**config.mk**
```make
export PLATFORM = sky130hd
export DESIGN_NAME = coh_cluster
export DESIGN_NICKNAME = d
export VERILOG_FILES = /design/src/rtl/coh_pkg.sv /design/src/rtl/coh_line_ctrl.sv /design/src/rtl/coh_bus_arb.sv /design/src/rtl/coh_cluster.sv
export SDC_FILE = /design/constraint.sdc
export NUM_CORES = 1
export LEC_CHECK = 0
export ABC_AREA = 1
export BUFFER_PORTS_ARGS = -buffer_cell sky130_fd_sc_hd__buf_2
export CAP_MARGIN = 25
export CORE_MARGIN = 2
export CORE_UTILIZATION = 30
export DETAILED_ROUTE_END_ITERATION = 7
export HOLD_SLACK_MARGIN = 0.03
export RECOVER_POWER = 50
export SYNTH_ARGS = -nofsm -noshare
export SYNTH_HDL_FRONTEND = slang
export SYNTH_HIERARCHICAL = 1
export SYNTH_SLANG_ARGS = --single-unit
```
**constraint.sdc**
```tcl
create_clock -name clk_i -period 5.6 [get_ports clk_i]
set_input_delay 0.28 -clock clk_i [delete_from_list [all_inputs] [get_ports clk_i]]
set_output_delay 0.28 -clock clk_i [all_outputs]
set_load 0.01 [all_outputs]
```
**src/rtl/coh_pkg.sv**
```systemverilog
package coh_pkg;
  typedef enum logic [1:0] {ST_I = 2'b00, ST_S = 2'b01, ST_E = 2'b10, ST_M = 2'b11} mesi_e;
  typedef enum logic [1:0] {BC_NONE = 2'b00, BC_RD = 2'b01, BC_RDX = 2'b10, BC_UPG = 2'b11} bus_cmd_e;
  typedef enum logic [1:0] {BP_IDLE = 2'b00, BP_SNOOP = 2'b01, BP_WB = 2'b10, BP_DONE = 2'b11} bus_phase_e;
endpackage

```
**src/rtl/coh_line_ctrl.sv**
```systemverilog
module coh_line_ctrl
  import coh_pkg::*;
#(
  parameter int NUM_LINES = 8,
  localparam int IDX_W = $clog2(NUM_LINES)
) (
  input  logic                   clk_i,
  input  logic                   rst_ni,
  input  logic                   req_valid_i,
  input  logic                   req_write_i,
  input  logic [IDX_W-1:0]       req_idx_i,
  output logic                   ack_o,
  output logic                   bus_req_o,
  output bus_cmd_e               bus_cmd_o,
  input  bus_phase_e             bus_phase_i,
  input  bus_cmd_e               bus_cmd_i,
  input  logic [IDX_W-1:0]       bus_idx_i,
  input  logic                   bus_mine_i,
  input  logic                   bus_shared_i,
  output logic                   snoop_hit_o,
  output logic                   snoop_dirty_o,
  output logic [NUM_LINES*2-1:0] state_o
);
  mesi_e st_q [NUM_LINES];
  mesi_e cur_st, snp_st;
  logic  hit, idx_busy, local_ack, bus_done;

  assign cur_st   = st_q[req_idx_i];
  assign snp_st   = st_q[bus_idx_i];
  assign hit      = req_write_i ? (cur_st == ST_E || cur_st == ST_M) : (cur_st != ST_I);
  assign idx_busy = (bus_phase_i != BP_IDLE) && (bus_idx_i == req_idx_i);
  assign local_ack = req_valid_i && hit && !idx_busy;
  assign bus_done  = (bus_phase_i == BP_DONE);

  assign bus_req_o = req_valid_i && !hit;
  always_comb begin
    if (!req_write_i)        bus_cmd_o = BC_RD;
    else if (cur_st == ST_S) bus_cmd_o = BC_UPG;
    else                     bus_cmd_o = BC_RDX;
  end

  assign ack_o         = local_ack || (bus_done && bus_mine_i);
  assign snoop_hit_o   = !bus_mine_i && (snp_st != ST_I);
  assign snoop_dirty_o = !bus_mine_i && (snp_st == ST_M);

  always_ff @(posedge clk_i or negedge rst_ni) begin
    if (!rst_ni) begin
      for (int l = 0; l < NUM_LINES; l++) st_q[l] <= ST_I;
    end else begin
      for (int l = 0; l < NUM_LINES; l++) begin
        if (bus_done && bus_idx_i == IDX_W'(l)) begin
          if (bus_mine_i)
            st_q[l] <= (bus_cmd_i == BC_RD) ? (bus_shared_i ? ST_S : ST_E) : ST_M;
          else if (st_q[l] != ST_I)
            st_q[l] <= (bus_cmd_i == BC_RD) ? ST_S : ST_I;
        end else if (local_ack && req_write_i && req_idx_i == IDX_W'(l)) begin
          st_q[l] <= ST_M;  // silent E->M or M hit
        end
      end
    end
  end

  for (genvar l = 0; l < NUM_LINES; l++) begin : g_out
    assign state_o[l*2 +: 2] = st_q[l];
  end

  // acknowledge only an outstanding request
  a_r4_ack_needs_req: assert property (@(posedge clk_i) disable iff (!rst_ni)
    ack_o |-> req_valid_i);
  // a dirty snoop must stall the bus in writeback
  a_r7_dirty_stalls: assert property (@(posedge clk_i) disable iff (!rst_ni)
    (bus_phase_i == BP_SNOOP && snoop_dirty_o) |=> (bus_phase_i == BP_WB));
  // a modified copy is never dropped without a writeback window
  a_r7_m_kept_in_snoop: assert property (@(posedge clk_i) disable iff (!rst_ni)
    (bus_phase_i == BP_SNOOP && snoop_dirty_o) |=> (snp_st == ST_M));
endmodule

```
**src/rtl/coh_bus_arb.sv**
```systemverilog
module coh_bus_arb
  import coh_pkg::*;
#(
  parameter int NUM_CORES = 4,
  parameter int IDX_W     = 3,
  parameter int WB_CYCLES = 3,
  localparam int CNT_W    = $clog2(WB_CYCLES + 1)
) (
  input  logic                              clk_i,
  input  logic                              rst_ni,
  input  logic     [NUM_CORES-1:0]          bus_req_i,
  input  bus_cmd_e [NUM_CORES-1:0]          cmd_i,
  input  logic     [NUM_CORES-1:0][IDX_W-1:0] idx_i,
  input  logic     [NUM_CORES-1:0]          snoop_hit_i,
  input  logic     [NUM_CORES-1:0]          snoop_dirty_i,
  output bus_phase_e                        phase_o,
  output bus_cmd_e                          cmd_o,
  output logic     [IDX_W-1:0]              idx_o,
  output logic     [NUM_CORES-1:0]          owner_oh_o,
  output logic                              shared_o,
  output logic                              shared_q_o,
  output logic     [NUM_CORES-1:0]          wb_o
);
  bus_phase_e             phase_q;
  bus_cmd_e               cmd_q;
  logic [IDX_W-1:0]       idx_q;
  logic [NUM_CORES-1:0]   owner_q, pick_oh, dirty_q;
  logic                   shared_q;
  logic [CNT_W-1:0]       cnt_q;
  bus_cmd_e               pick_cmd;
  logic [IDX_W-1:0]       pick_idx;

  // fixed priority: lowest core index wins
  always_comb begin
    pick_oh  = '0;
    pick_cmd = BC_NONE;
    pick_idx = '0;
    for (int c = NUM_CORES - 1; c >= 0; c--) begin
      if (bus_req_i[c]) begin
        pick_oh  = '0;
        pick_oh[c] = 1'b1;
        pick_cmd = cmd_i[c];
        pick_idx = idx_i[c];
      end
    end
  end

  always_ff @(posedge clk_i or negedge rst_ni) begin
    if (!rst_ni) begin
      phase_q  <= BP_IDLE;
      cmd_q    <= BC_NONE;
      idx_q    <= '0;
      owner_q  <= '0;
      dirty_q  <= '0;
      shared_q <= 1'b0;
      cnt_q    <= '0;
    end else begin
      unique case (phase_q)
        BP_IDLE: if (|bus_req_i) begin
          owner_q <= pick_oh;
          cmd_q   <= pick_cmd;
          idx_q   <= pick_idx;
          phase_q <= BP_SNOOP;
        end
        BP_SNOOP: begin
          shared_q <= |snoop_hit_i;
          dirty_q  <= snoop_dirty_i;
          if (|snoop_dirty_i) begin
            cnt_q   <= CNT_W'(WB_CYCLES - 1);
            phase_q <= BP_WB;
          end else begin
            phase_q <= BP_DONE;
          end
        end
        BP_WB: begin
          if (cnt_q == '0) phase_q <= BP_DONE;
          else             cnt_q   <= cnt_q - 1'b1;
        end
        default: begin
          phase_q <= BP_IDLE;
          owner_q <= '0;
          dirty_q <= '0;
        end
      endcase
    end
  end

  assign phase_o    = phase_q;
  assign cmd_o      = cmd_q;
  assign idx_o      = idx_q;
  assign owner_oh_o = owner_q;
  assign shared_o   = (phase_q == BP_SNOOP) && (|snoop_hit_i);
  assign shared_q_o = shared_q;
  assign wb_o       = (phase_q == BP_WB) ? dirty_q : '0;

  // checker: length of each writeback window
  logic [CNT_W-1:0] wb_len_q;
  always_ff @(posedge clk_i or negedge rst_ni) begin
    if (!rst_ni)              wb_len_q <= '0;
    else if (phase_q == BP_WB) wb_len_q <= wb_len_q + 1'b1;
    else if (phase_q == BP_IDLE) wb_len_q <= '0;
  end

  // grant goes to the lowest requesting index
  a_r8_lowest_grant: assert property (@(posedge clk_i) disable iff (!rst_ni)
    (phase_q == BP_IDLE && |bus_req_i) |=> (owner_oh_o == $past(bus_req_i & (~bus_req_i + NUM_CORES'(1)))));
  // at most one owner at a time
  a_r8_one_owner: assert property (@(posedge clk_i) disable iff (!rst_ni)
    $onehot0(owner_oh_o));
  // writeback lasts exactly WB_CYCLES
  a_r7_wb_len: assert property (@(posedge clk_i) disable iff (!rst_ni)
    (phase_q == BP_DONE && $past(phase_q) == BP_WB) |-> (wb_len_q == CNT_W'(WB_CYCLES)));
endmodule

```
**src/rtl/coh_cluster.sv**
```systemverilog
module coh_cluster
  import coh_pkg::*;
#(
  parameter int NUM_CORES = 4,
  parameter int NUM_LINES = 8,
  parameter int WB_CYCLES = 3,
  localparam int IDX_W    = $clog2(NUM_LINES)
) (
  input  logic                             clk_i,
  input  logic                             rst_ni,
  input  logic [NUM_CORES-1:0]             req_valid_i,
  input  logic [NUM_CORES-1:0]             req_write_i,
  input  logic [NUM_CORES*IDX_W-1:0]       req_idx_i,
  output logic [NUM_CORES-1:0]             ack_o,
  output logic [NUM_CORES*NUM_LINES*2-1:0] state_o,
  output logic [NUM_CORES-1:0]             wb_o,
  output logic                             shared_o
);
  logic     [NUM_CORES-1:0]            bus_req, snoop_hit, snoop_dirty, owner_oh;
  bus_cmd_e [NUM_CORES-1:0]            req_cmd;
  logic     [NUM_CORES-1:0][IDX_W-1:0] req_idx;
  bus_phase_e                          bus_phase;
  bus_cmd_e                            bus_cmd;
  logic     [IDX_W-1:0]                bus_idx;
  logic                                bus_shared;

  for (genvar c = 0; c < NUM_CORES; c++) begin : g_core
    assign req_idx[c] = req_idx_i[c*IDX_W +: IDX_W];
    coh_line_ctrl #(.NUM_LINES(NUM_LINES)) u_line (
      .clk_i        (clk_i),
      .rst_ni       (rst_ni),
      .req_valid_i  (req_valid_i[c]),
      .req_write_i  (req_write_i[c]),
      .req_idx_i    (req_idx[c]),
      .ack_o        (ack_o[c]),
      .bus_req_o    (bus_req[c]),
      .bus_cmd_o    (req_cmd[c]),
      .bus_phase_i  (bus_phase),
      .bus_cmd_i    (bus_cmd),
      .bus_idx_i    (bus_idx),
      .bus_mine_i   (owner_oh[c]),
      .bus_shared_i (bus_shared),
      .snoop_hit_o  (snoop_hit[c]),
      .snoop_dirty_o(snoop_dirty[c]),
      .state_o      (state_o[c*NUM_LINES*2 +: NUM_LINES*2])
    );
  end

  coh_bus_arb #(.NUM_CORES(NUM_CORES), .IDX_W(IDX_W), .WB_CYCLES(WB_CYCLES)) u_arb (
    .clk_i        (clk_i),
    .rst_ni       (rst_ni),
    .bus_req_i    (bus_req),
    .cmd_i        (req_cmd),
    .idx_i        (req_idx),
    .snoop_hit_i  (snoop_hit),
    .snoop_dirty_i(snoop_dirty),
    .phase_o      (bus_phase),
    .cmd_o        (bus_cmd),
    .idx_o        (bus_idx),
    .owner_oh_o   (owner_oh),
    .shared_o     (shared_o),
    .shared_q_o   (bus_shared),
    .wb_o         (wb_o)
  );

  // single-owner invariant per line
  for (genvar l = 0; l < NUM_LINES; l++) begin : g_inv
    logic [NUM_CORES-1:0] own_v, val_v;
    for (genvar c = 0; c < NUM_CORES; c++) begin : g_bits
      assign own_v[c] = state_o[(c*NUM_LINES+l)*2+1];
      assign val_v[c] = |state_o[(c*NUM_LINES+l)*2 +: 2];
    end
    a_r9_single_owner: assert property (@(posedge clk_i) disable iff (!rst_ni)
      $countones(own_v) <= 1);
    a_r9_owner_alone: assert property (@(posedge clk_i) disable iff (!rst_ni)
      (|own_v) |-> ($countones(val_v) == 1));
  end
endmodule

```
==> metrics.cfg <==
[cts]
cts_setup_buffers=0
path_clk_slew_ns=0.06
clkSinkCount=82
postCtsHoldBufs=1
postCtsResizedCells=0
tritoncts=done
cts_root_buf=clkbuf_16
cts_max_level=3
clk_path_buf_depth=2
cts_buffers=9
clock_latency_ns=0.35

[power_and_ir_drop]
powerDensity_mw_per_mm2=534
p_int_mw=1.91
pwr-share-clk_pct=13.9
swShare_pct=53.6
p_sw_mw=2.20
p_leak_nw=4.05
combPwrFrac_pct=52.1
irDropWorstVdd_uv=168
p_total_mw=4.11
pwr-share-seq_pct=34.1

[worst_hold_path]
min-delay-start=req_idx_i[10]
hp-class=in -> reg
hold_depth=5
holdPathEnd=u_arb/idx_o[1]

[timing]
max_freq_ghz=0.319
drv_slew=61
setup_tns_ns=0
maxSlewHeadroom_pct=-1.45
finalSetupViolCount=0
worst_pin_slew_ns=1.52
hold_viol_final=0
period_minus_slack_ns=3.14
hold-worst-slack_ns=0.391
finClkSkew_ns=0.00575
grt_setup_unrepaired=false
fin_crit_sh_pct=56.0

[global_route]
grt_pass1_vias=6792
grt_max_degree=61
grt_pass1_wl_um=35200
grt_util_all_layers_pct=18.0
overflow=0
antenna_found_initial=0

[synth]
postSynth.asyncResetShare_pct=100
synth-edff-count=0
yosysSeqAreaShare_pct=30.0
syn_inst=1081
synthFlopType=dfrtp_1
synth-warning-count=6
ys_ff_latch=82
synth_area_leaders=dfrtp_1 (30%), nand2_1 (22%), nor2_1 (8.4%)
synth_area_per_cell_um2=6.33
syn_nets=1108
synth_top_area_cell=dfrtp_1
ys_types=33
synthesis.area_mm2=0.00685
synth_top_cell_area_share_pct=30.0

[placed_design]
io_buffers=94
gp_congestion=0.894
hpwlAfterDp_um=16200

[floorplan]
fp-row-count=55
die-area_mm2=0.0240
die_y_um=155
ios=95
initial_core_util_pct=30.4
fp.dieW_um=155
core_mm2=0.0225

[setup_path]
ff2ff_path_depth=11
arrival_ns=2.86
r2r-end=u_arb/cnt_q[0]
crit_type=reg -> out
reg2reg_from=u_arb/idx_o[0]
rrSetupSlack_ns=3.02
cp-end-kind=output port
critPathLaunchType=flip-flop
worst-path-max-fanout=15
required_ns=5.32

[drt]
dr.pass1.iters=5
via_per_inst=4.96
num_vias=7181
route.detailed.drc=0
drt-total-wl_um=21200
drtIter0Drc=594
postRouteAntennaNets=0
routedWlPerCell_um=14.7

[cells_and_area]
layout-drive-gt1-share_pct=9.64
nFillCells=2510
fin_nets=1185
multiInputGateArea_mm2=0.00415
area_growth_pct=12.2
regArea_mm2=0.00205
n_antenna_cell=0
final_core_util_pct=34.1

[run_status]
violations=capacitance limit, slew limit
outcome=finished with violations

[job]
drv_cap=1

==> critical path: stages, from the launching register on <==
cell and delay, ns:
dfrtp_1 0.66, buf_4 0.33, inv_1 0.08, nand2_1 0.15, o22ai_1 0.09, o311ai_0 0.45
nand2_1 0.09, nor2_1 0.12, nand2_1 0.06, o21ai_0 0.25, inv_1 0.08, buf_2 0.14
==> sequential cells by signal (all words and copies together), names as in the netlist <==
signal,cells
g_core.u_line/state_o,64
u_arb/dirty_q,4
u_arb/owner_oh_o,4
u_arb/idx_o,3
u_arb/cmd_o,2
u_arb/cnt_q,2
u_arb/phase_o,2
u_arb/shared_q_o,1
==> synth_stat cells (9+ instances only) <==
cell     count
a21oi_1     15
nor2_1     154
inv_1      101
o21ai_1      9
o31ai_1     34
nand2_1    401
buf_4       12
o21ai_0     16
nand4_2     24
nand4_1     13
nand2_2     10
nand3_1    115
o22ai_1     16
inv_2       10
dfrtp_1     82
buf_2       11
==> worst max path at each step <==
stage,start,endpoint,slack (ns)
floorplan,u_arb/idx_o[0],shared_o,3.58
detailed placement,u_arb/idx_o[0],shared_o,2.81
global route,rst_ni,u_arb/shared_q_o,2.02
global placement,u_arb/idx_o[0],shared_o,2.80
finish,u_arb/idx_o[0],shared_o,2.46
CTS,u_arb/idx_o[0],shared_o,2.44
==> layout by cell type (no fill, tap or decap), types with 15 or more instances in the layout <==
cell type | netlist | final
a21oi_1 | 15 | 15
dfrtp_1 | 82 | 82
o22ai_1 | 16 | 16
nand2_1 | 401 | 401
o31ai_1 | 34 | 34
clkbuf_1 | 2 | 67
nand4_2 | 24 | 24
o21ai_0 | 16 | 16
nand3_1 | 115 | 115
inv_1 | 101 | 101
nor2_1 | 154 | 154
buf_2 | 11 | 29
==> cell families (layout without fill, tap and decap cells) <==
| logic type | count (synthesis) | after routing | share of synthesized area (%) |
|---|---|---|---|
| and+or+nand+nor | 728 | 728 | 47.2 |
| xor gates and xnor gates | 3 | 3 | 0.713 |
| adders and majority gates | 5 | 5 | 0.914 |
| buffers and inverters | 146 | 227 | 9.46 |
| AOI/OAI and AO/OA | 117 | 117 | 11.8 |
| DFF | 82 | 82 | 30.0 |
==> area by class of cell <==
class	instances	area share [%]
Tap cell	285	4.64
Inverter	114	5.67
Sequential cell	82	26.7
Timing Repair Buffer	98	5.46
Clock buffer	13	3.39
Clock inverter	2	0.163
Multi-Input combinational cell	853	54.0
==> metal layers <==
metal / up-vias / share of wire, % / global-route usage [%]
met2: 146 / 47 / 30.1
met1: 3337 / 48 / 24.5
met4: 0 / 1.4 / 5.38
met5: - / 0 / 0
li1: 3682 / - / -
met3: 16 / 3.4 / 2.12
==> power groups by stage <==
stage	clock network (mW)	registers [mW]	logic, mW
floorplan	0	1.29	1.50
global placement	0	1.39	2.19
detailed placement	0	1.40	2.20
CTS	0.588	1.39	2.21
global route	0.613	1.46	2.45
finish	0.570	1.40	2.14
==> stage by stage <==
step	std cells	area (um^2)	setup slack, ns
2_1_floorplan	1081	6850	3.58
3_3_place_gp	1431	7490	2.80
3_5_place_dp	1431	7490	2.81
4_1_cts	1447	7770	2.44
5_1_grt	1447	7680	2.02
6_report	1447	7680	2.46
No activity file was read; power rests on OpenSTA's default activity.
